<file path="src/rtl/xlate_mode_dispatch.sv">
module xlate_mode_dispatch #(
  parameter int ADDR_W = 52,
  parameter int LPID_W = 12,
  parameter int PS_W   = 6
) (
  input  logic              clk,
  input  logic              rst_n,
  input  logic              req_valid,
  output logic              req_ready,
  input  logic              req_hv,
  input  logic              req_reloc,
  input  logic [1:0]        req_quad,
  input  logic [LPID_W-1:0] req_lpid,
  input  logic [1:0]        req_kind,
  input  logic [ADDR_W-1:0] req_addr,
  output logic              s1_start,
  output logic [ADDR_W-1:0] s1_addr,
  output logic [1:0]        s1_kind,
  input  logic              s1_done,
  input  logic              s1_fault,
  input  logic [ADDR_W-1:0] s1_raddr,
  input  logic [PS_W-1:0]   s1_psize,
  input  logic [2:0]        s1_perm,
  output logic              s2_start,
  output logic [ADDR_W-1:0] s2_addr,
  output logic [1:0]        s2_kind,
  input  logic              s2_done,
  input  logic              s2_fault,
  input  logic [ADDR_W-1:0] s2_raddr,
  input  logic [PS_W-1:0]   s2_psize,
  input  logic [2:0]        s2_perm,
  output logic              rsp_valid,
  output logic              rsp_fault,
  output logic [ADDR_W-1:0] rsp_raddr,
  output logic [PS_W-1:0]   rsp_psize,
  output logic [2:0]        rsp_perm
);
  typedef enum logic [1:0] {ST_IDLE, ST_S1, ST_S2, ST_RESP} st_t;

  st_t             st;
  logic            want2;
  logic [1:0]      kind_q;
  logic [PS_W-1:0] p1_size;
  logic [2:0]      p1_perm;

  wire accept  = req_valid && (st == ST_IDLE);
  wire mid_q   = (req_quad == 2'd1) || (req_quad == 2'd2);
  wire need1   = req_reloc;
  wire need2   = !req_hv || (req_reloc && (mid_q || (req_lpid != '0)));

  assign req_ready = (st == ST_IDLE);
  assign rsp_valid = (st == ST_RESP);
  assign s1_kind   = kind_q;
  assign s2_kind   = kind_q;

  always_ff @(posedge clk) begin
    if (!rst_n) begin
      st        <= ST_IDLE;
      want2     <= 1'b0;
      kind_q    <= '0;
      p1_size   <= '1;
      p1_perm   <= '1;
      s1_start  <= 1'b0;
      s2_start  <= 1'b0;
      s1_addr   <= '0;
      s2_addr   <= '0;
      rsp_fault <= 1'b0;
      rsp_raddr <= '0;
      rsp_psize <= '0;
      rsp_perm  <= '0;
    end else begin
      s1_start <= 1'b0;
      s2_start <= 1'b0;
      case (st)
        ST_IDLE: if (accept) begin
          kind_q  <= req_kind;
          want2   <= need2;
          p1_size <= '1;
          p1_perm <= '1;
          if (need1) begin
            s1_addr  <= req_addr;
            s1_start <= 1'b1;
            st       <= ST_S1;
          end else if (need2) begin
            s2_addr  <= req_addr;
            s2_start <= 1'b1;
            st       <= ST_S2;
          end else begin
            rsp_fault <= 1'b0;
            rsp_raddr <= req_addr;
            rsp_psize <= '1;
            rsp_perm  <= '1;
            st        <= ST_RESP;
          end
        end
        ST_S1: if (s1_done) begin
          if (s1_fault) begin
            rsp_fault <= 1'b1;
            rsp_raddr <= '0;
            rsp_psize <= '0;
            rsp_perm  <= '0;
            st        <= ST_RESP;
          end else if (want2) begin
            p1_size  <= s1_psize;
            p1_perm  <= s1_perm;
            s2_addr  <= s1_raddr;
            s2_start <= 1'b1;
            st       <= ST_S2;
          end else begin
            rsp_fault <= 1'b0;
            rsp_raddr <= s1_raddr;
            rsp_psize <= s1_psize;
            rsp_perm  <= s1_perm;
            st        <= ST_RESP;
          end
        end
        ST_S2: if (s2_done) begin
          rsp_fault <= s2_fault;
          rsp_raddr <= s2_fault ? '0 : s2_raddr;
          rsp_psize <= s2_fault ? '0 : ((s2_psize < p1_size) ? s2_psize : p1_size);
          rsp_perm  <= s2_fault ? '0 : (s2_perm & p1_perm);
          st        <= ST_RESP;
        end
        default: st <= ST_IDLE;
      endcase
    end
  end
endmodule


</file>
<file path="config.mk">
export PLATFORM = sky130hd
export DESIGN_NAME = xlate_mode_dispatch
export DESIGN_NICKNAME = d
export VERILOG_FILES = /design/src/rtl/xlate_mode_dispatch.sv
export SDC_FILE = /design/constraint.sdc
export NUM_CORES = 1
export LEC_CHECK = 0
export CAP_MARGIN = 20
export CORE_MARGIN = 2
export CORE_UTILIZATION = 43
export DETAILED_ROUTE_END_ITERATION = 8
export PLACE_DENSITY = 0.81
export SYNTH_ARGS = -nofsm -noshare
export SYNTH_HDL_FRONTEND = slang
export SYNTH_SLANG_ARGS = --single-unit
export TNS_END_PERCENT = 30
</file>
<file path="constraint.sdc">
create_clock -name clk -period 2.7 [get_ports clk]
set_input_delay 0.27 -clock clk [delete_from_list [all_inputs] [get_ports clk]]
set_output_delay 0.27 -clock clk [all_outputs]
set_load 0.02 [all_outputs]
</file>
# == After elaboration in Yosys (flattened, before gate mapping) ==
# Cells that the tools add are included.
# word_totals
ff_bits,182
latch_bits,0
output_inout_bits,174
inputBits,199
romBits,0
word_cells,115
n_memories,0
mem_bits_rw,0
# classes
n_shift,0
add_sub_neg,0
n_reduce_logical,17
mux,69
n_lt_le_gt_ge,1
bitwise_logic,1
n_eq_ne,14
div_mod_pow,0
n_mul,0
# op_table
op,count
$mux W52,14
$pmux W52 S3,1
$pmux W52 S2,1
$mux W6,13
$mux W3,12
$pmux W6 S3,1
$mux W1,17
$reduce_and A7 Y1,2
$ne A2 B2 Y1 const B,6
$pmux W6 S2,1
$reduce_bool A12 Y1,1
$pmux W3 S3,1
$reduce_and A3 Y1,3
$mux W2,4
$eq A2 B2 Y1 const B,3
$lt A6 B6 Y1,1
$pmux W2 S3,1
$pmux W3 S2,1
$reduce_and A5 Y1,1
$eq A2 B1 Y1 const B,2
$ne A2 B1 Y1 const B,2
$and A3 B3 Y3,1
$logic_or A1 B1 Y1,3
$ne A3 B3 Y1 const B,1
8 further kinds,9

# == Longest topological paths before layout ==
# Gate-level depths: netlist of the first run.
# depth
word_depth,9
depth_mapped,11
depth_no_buf,7

# == Worst setup path after synthesis of the first run ==
# OpenSTA, ideal clock, no wires.
# synth_timing
path_type,register to register
start,register st[0]
end,register s2_addr[37]
setup_time_ns,0.116
path_slack_ns,0.515
period_less_slack_ns,2.185
t_required_ns,2.584
t_arrival_ns,2.069
path_buffers,4
stages_incl_launch_ff,12
path_cell_list,dfxtp_1 inv_1 ha_1 buf_4 nor2b_4 a211oi_4 and2_1 buf_2 buf_6 buf_4 nand2_1 o211a_1
# synth_between
elab_chain_len,4
word_cells_on_any_way,12
cone_classes,eq/ne: 7; mux: 1; reduce/logical: 4
# synth_lines
item,line,rtl
start: declaration,40,st_t st;
start signal: assignment,58,st <= ST_IDLE;
start signal: assignment,83,st <= ST_S1;
start signal: assignment,87,st <= ST_S2;
$logic_not A2 Y1 (*),n/a,
named net req_ready,9,"output logic req_ready,"
$logic_and A1 B1 Y1,46,wire accept = req_valid && (st == ST_IDLE);
$ne A2 B1 Y1 (no source line),n/a,
$reduce_and A7 Y1 (no source line),n/a,
end signal: assignment,85,s2_addr <= req_addr;
end signal: assignment,106,s2_addr <= s1_raddr;
end: declaration,25,"output logic [ADDR_W-1:0] s2_addr,"
# Mark *: on every way through the listed nets, which the timed path passes. The rest lies on a longest branch.
# A chain may end at the register's enable or synchronous reset.

# == Worst setup path after layout of the first run ==
# layout_timing
start,register st[0]
end,register rsp_raddr[51]
# layout_between
elab_chain_len,4
word_cells_on_any_way,13
cone_classes,eq/ne: 8; mux: 1; reduce/logical: 4
# layout_lines
item,line,rtl
$logic_not A2 Y1,"46, 74",
$logic_and A1 B1 Y1,46,
$ne A2 B1 Y1 (no source line),n/a,
$reduce_and A7 Y1 (no source line),n/a,
end signal: assignment,90,rsp_raddr <= req_addr;
end signal: assignment,111,rsp_raddr <= s1_raddr;
end signal: assignment,119,rsp_raddr <= s2_fault ? '0 : s2_raddr;
end: declaration,34,"output logic [ADDR_W-1:0] rsp_raddr,"
# Parallel ways exist; a longest one is shown, timed or not.

==> results of run 1 <==
==> cell type report <==
| class | count | area (um2) | share of cell area |
|---|---|---|---|
| Clock inverter | 14 | 143 | 0.0109 |
| Sequential cell | 182 | 3640 | 0.278 |
| Tap cell | 265 | 332 | 0.0253 |
| Multi-Input combinational cell | 708 | 4560 | 0.348 |
| Inverter | 11 | 41.3 | 0.00315 |
| Clock buffer | 18 | 429 | 0.0327 |
| Timing Repair Buffer | 395 | 3970 | 0.302 |
==> metrics by stage <==
stage          cell area, um2  hold slack (ps)
2_1_floorplan            8640              394
3_3_place_gp            12500              440
6_report                13100              264
5_1_grt                 13100              264
4_1_cts                 13100              253
3_5_place_dp            12500              445
==> worst max-delay path by stage <==
stage	startpoint	end	slack (ps)
after floorplan	st[0]	s2_addr[37]	510
after global placement	s1_fault	s2_addr[32]	490
after detailed placement	s1_fault	s2_addr[24]	430
after CTS	st[0]	rsp_raddr[51]	510
after global routing	st[0]	rsp_psize[2]	330
final	st[0]	rsp_raddr[51]	480
==> flip-flops by register name, indices dropped and copies added (netlist names) <==
register   flops
rsp_raddr     52
s1_kind        2
s2_addr       52
want2          1
s2_start       1
st             2
s1_start       1
p1_perm        3
rsp_perm       3
rsp_psize      6
p1_size        6
rsp_fault      1
s1_addr       52
==> metal layers <==
metal / GRT usage / routed length, um / part of all wire / up-vias
met4: 0.109 / 1110 / 0.036 / 0
met5: 0 / 0 / 0 / -
met3: 0.0734 / 2420 / 0.078 / 69
li1: - / - / - / 4178
met1: 0.339 / 12200 / 0.40 / 4146
met2: 0.480 / 15100 / 0.49 / 397
==> power by group through the flow <==
| stage | sequential [mW] | combinational (mW) | clock, mW |
|---|---|---|---|
| after detailed placement | 3.94 | 7.23 | 0 |
| after CTS | 3.89 | 7.26 | 2.51 |
| after global routing | 3.98 | 7.77 | 2.61 |
| after global placement | 3.91 | 7.14 | 0 |
| after floorplan | 4.80 | 3.41 | 0 |
| final | 3.89 | 7.27 | 2.46 |
==> cell families (layout without fill, tap and decap cells) <==
| kind of cell | after synthesis | after routing | synth area share |
|---|---|---|---|
| AND/OR/NAND/NOR | 327 | 327 | 0.155 |
| AO/OA/AOI/OAI | 317 | 317 | 0.290 |
| XOR/XNOR | 1 | 1 | 0.00101 |
| flip-flops | 182 | 182 | 0.422 |
| multiplexers | 54 | 54 | 0.0626 |
| buffers and inverters | 105 | 438 | 0.0575 |
| adder cells (fa/ha/maj) | 9 | 9 | 0.0130 |
==> layout by cell type (no fill, tap or decap), types with 6 or more instances in the layout <==
| cell type | instances |
|---|---|
| dfxtp_1 | 182 |
| a22oi_1 | 52 |
| buf_12 | 6 |
| a21boi_1 | 40 |
| or3_1 | 7 |
| nand3_1 | 15 |
| a21boi_0 | 67 |
| clkdlybuf4s50_1 | 371 |
| clkbuf_16 | 17 |
| o211a_1 | 55 |
| mux2i_1 | 54 |
| o22ai_1 | 9 |
| ha_1 | 7 |
| a21oi_1 | 6 |
| a31oi_1 | 6 |
| a211oi_1 | 7 |
| o211ai_1 | 52 |
| buf_4 | 18 |
| o21ai_0 | 9 |
| nand2_1 | 280 |
| inv_1 | 11 |
| o21a_1 | 6 |
==> impl_results.md, run 1 <==
* Result of the run: complete, no violations
* Power per cell area at 1040 nW/um2
* DRT Wirelength at approximately 31000 um
* Critical path data arrival time at roughly 2600 ps
* GRT overflow at 0
* Unrepaired setup endpoints after global routing: false
* Reg power frac at 0.286
* Hold Path Class: in -> reg
* Combinational Power Share at 0.534
* # rows at slightly above 50
* Worst setup margin at between 400 and 500 ps
* Cell count after placement at about 1.6k
* Hold Startpoint: rst_n
* Endpoints failing hold at 0
* Crit end category: flop
* Pre-CTS setup slack at between 400 and 500 ps
* Most common cell in the netlist: nand2_1
* CTS Sinks at ~180
* TritonCTS clock tree: built
* CP top delay family: compound AO/OA/AOI/OAI gates
* Setup Buffers After CTS at 0
* Switching share of power at 0.424
* Clk buf depth at 2
* Synth area leader: dfxtp_1
* Fill cells at between 1.5k and 2k
* Setup_tns at 0 ps
* CP Cell Sequence: inv_1 -> ha_4 -> nor2b_4 -> a221oi_4 -> and4b_2 -> buf_12 -> o211ai_1 -> a21boi_0
* Post-synthesis cell count at 995
* Die Ht at between 100 and 150 um
* R2r startpoint: st[0]
* H-tree levels at 4
* Die Footprint at roughly 21000 um2
* Syn_area_per_cell at between 8 and 9 um2
* # IOs at 373
* FMAX at 0.450 GHz
* Core ar. at 19600 um2
* Final setup fails at 0
* Final core utilization at 0.670
* Post-synth ARST share at 0
* Largest net degree at the start of global routing at 110
* Worst path slowest cell: dfxtp_1
* Slew Viols, Final at 0
* Required @ worst endpoint at 3040 ps
* Num CTS Buffers at 17
* Crit path time final at roughly 2200 ps
* CTS Hold Bufs at 0
* R2R setup slack at around 480 ps
* Die Wd at roughly 150 um
* Remaining DRCs at 0
* Total number of vias at slightly below 9k
* Post-synthesis cell area at 8640 um2
* WP buf/inv at 2
* Vias in the first global route at ~8.5k
* Overall Global Routing Usage at 0.281
* Design Power at 13.6 mW
* Max VDD drop at approximately 1.1 mV
* Synth area leaders: dfxtp_1 (42%), nand2_1 (12%), o211a_1 (6.4%), mux2i_1 (6.3%), a21boi_0 (5.8%)
* Initial Util at 0.441
* Leakage at 5.16 nW
* WP depth at 8
* Least-Margin Pin Slew at between 600 and 700 ps
* Crit Path Class: reg -> reg
* Share of the synthesized area in the top cell type at 0.422
* NetSw at 5.77 mW
* Final #Nets at 1523
* P_int at 7.85 mW
* Port Buf Inserts at approximately 370
* Reg clk slew, reported paths at approximately 70 ps
* EDFF count, synth at 0
* DRT Pass-1 Iters at 5
* GP Congestion at around 0.85
* Synth Net Count at 1203
* Clk_lat worst skew at ~440 ps
* First-pass GRT wire length at between 40000 and 50000 um
* Final ANT Viol Nets at 0
* Crit Path Max Fanout at 65
* Max Cap Viol at 0
* Number of synthesized register bits at roughly 180
* Hold endpoint: s2_addr[16]
* Final worst-path cycle share at 0.822
* Initial antenna violation count at 0
* Normalized max-slew margin at 0.545
* Share of cells above drive strength 1 at 0.0512
* Inserted Diodes at 0
* Final HPWL DP at 21600 um
* Resized cells post-CTS at 0
* Post-synthesis sequential area ratio at 0.422
* Initial drt markers at 604
* Area Overhead vs Synth at 51.9%
* DR WL/cell at 19.4 um
* Clock Skew at around 11 ps
* Non-Filler Instances at roughly 1.6k
* Vias per Instance at 5.52
* Crit path largest cell delay at approximately 430 ps
* Clk Tree Root Cell: clkbuf_16
* Clk pwr share at 0.181
* Post-synth cell types at 41
* Hold depth at 2
* YS warnings at 0
* Startpoint Class: flop
* Primary FF master, synth: dfxtp_1
* Reg2reg end: rsp_raddr[51]
* FF-to-FF path depth at 8
* Top cells by count, synth: nand2_1 (280), dfxtp_1 (182), a21boi_0 (67)
Power figures use the tool's default switching activity.
==> inputs of run 2 (changes only) <==
- CORE_UTILIZATION: 43 -> 39
- PLACE_DENSITY: 0.81 -> 0.78
- clock period: 2.7 -> 1.8 ns (I/O delays scaled with it)
==> impl_results.md, run 2 (synthesis gave the netlist of run 1 again) <==
* Cell count after placement at about 1.6k
* Max VDD drop at approximately 0.9 mV
* # rows at 54
* Crit end category: flop
* Clk_lat worst skew at 430 ps
* Die Wd at ~150 um
* Pre-CTS setup slack at -225 ps
* Commonest non-fill, non-tap cell in the layout: clkdlybuf4s50_1
* Multi-input gate area at 4650 um2
* Final worst-path cycle share at 1.08
* GRT overflow at 0
* H-tree levels at 4
* Area Overhead vs Synth at 61.3%
* Remaining DRCs at 0
* Clk buf depth at 2
* # IOs at approximately 370
* Core ar. at 21800 um2
* Normalized max-slew margin at 0.734
* DR WL/cell at 19.3 um
* Least-Margin Pin Slew at 399 ps
* Die Footprint at 23400 um2
* Worst setup margin at -144 ps
* Largest net degree at the start of global routing at 70
* Initial antenna violation count at 1
* Leakage at roughly 5.6 nW
* Final #Nets at about 1.6k
* Hold depth at 2
* FF+latch area at 3650 um2
* Most frequent cells in the layout: clkdlybuf4s50_1 (369), nand2_1 (280), dfxtp_1 (180), o211a_1 (55)
* Startpoint Class: flop
* Die Ht at roughly 150 um
* Final ANT Viol Nets at 0
* Largest registers: rsp_raddr (52), s1_addr (52), s2_addr (52)
* Port Buf Inserts at approximately 370
* Overall Global Routing Usage at 0.265
* CTS Sinks at 182
* Clk Tree Root Cell: clkbuf_16
* Final HPWL DP at 22200 um
* Clock Skew at 15.5 ps
* DRT Pass-1 Iters at 6
* Crit Path Class: reg -> reg
* DRT Wirelength at 32000 um
* Required @ worst endpoint at ~2100 ps
* Total number of vias at 9017
* Non-Filler Instances at 1659
* Crit path time final at between 1500 and 2000 ps
* Slew Viols, Final at 0
* Num CTS Buffers at 17
* First-pass GRT wire length at approximately 50000 um
* Failing checks: negative setup slack
* TritonCTS clock tree: built
* Vias in the first global route at around 9.1k
* FF-to-FF path depth at 9
* Final setup fails at 80
* Initial Util at 0.397
* Result of the run: finished with violations
* Share of cells above drive strength 1 at 0.103
* Crit Path Max Fanout at 15
* Reg clk slew, reported paths at roughly 80 ps
* Fill cells at 1826
* Unrepaired setup endpoints after global routing: true
* Power per cell area at between 1500 and 2000 nW/um2
* Hold WS at ~80 ps
* FMAX at approximately 0.51 GHz
* Critical path data arrival time at between 2000 and 2500 ps
* Hold Path Class: in -> reg
* Initial drt markers at 526
* GP Congestion at between 0.8 and 0.9
* Vias per Instance at approximately 5.4
* Max Cap Viol at 0
* Endpoints failing hold at 0
[run 2: cell count changes in the layout (fill, tap and decap cells not counted), sizes merged]
cell,previous run,this run
inv,18,20
clkdlybuf4s50,371,369
clkdlybuf4s15,0,2
diode,0,1
buf,24,72
bufbuf,0,1
clkinv,2,3
clkbuf,18,19
clkinvlp,4,1
[run 2: worst paths after layout]
| check | from | end | slack [ps] |
|---|---|---|---|
| max | st[0] | rsp_psize[1] | -140 |
| min | rst_n | p1_size[5] | 80 |
| max reg2reg | st[0] | rsp_psize[1] | -140 |
| min reg2reg | rsp_raddr[1] | rsp_raddr[1] | 450 |
[run 2: area by class of cell]
cell class | instances | area share
timing repair buffer | 446 | 0.334
multi-input combinational | 708 | 0.333
sequential | 182 | 0.262
clock buffer | 17 | 0.0305
tap | 280 | 0.0251
clock inverter | 14 | 0.0112
inverter | 11 | 0.00332
antenna | 1 | 0.000180
[run 2: power by group]
group	internal (mW)	leakage (nW)	switching (mW)	total, mW
Clock	1.97	0.286	1.76	3.73
Sequential	5.21	1.49	0.620	5.83
Combinational	5.86	3.78	6.70	12.6
Total	13.0	5.55	9.08	22.1
[run 2: metal layers]
metal  vias up  track usage  wire length, um  part of all wire
met2       357        0.448            15600              0.49
met3        68       0.0595             2120             0.066
met1      4307        0.322            13000              0.41
met5         -            0                0                 0
li1       4285            -                -                 -
met4         0        0.120             1270             0.040
[run 2: worst max-delay path, cell delays in order (launching register included)]
cell and delay, ps:
dfxtp_4 390, inv_4 50, ha_4 150, nor2b_4 140, a221oi_4 210, and4b_2 310
buf_4 160, buf_16 150, o21ai_0 120, a31oi_1 180
[run 2: stage by stage]
step | power [mW] | instance area (um2) | utilization | setup TNS (ps)
detailed placement | 17.5 | 13000 | 0.598 | -18910
floorplan | 12.4 | 8690 | - | -9400
global route | 23.4 | 13900 | 0.641 | -12450
CTS | 21.9 | 13900 | 0.637 | -3390
finish | 22.1 | 13900 | 0.641 | -3750
global placement | 17.4 | 13000 | 0.598 | -16300
[run 2: timing repair]
action,CTS,global route
resized for setup,33,21
gates cloned,3,2
endpoints found under the setup margin,97,114
pin swaps,2,6
hold buffers,0,0
buffers inserted,9,1
==> inputs of run 3 (changes only) <==
- ABC_CLOCK_PERIOD_IN_PS: default -> 1800
- CTS_CLUSTER_SIZE: default -> 28
==> results of run 3 <==
Same layout as run 2: the final DEF is identical, and so are final timing and power.
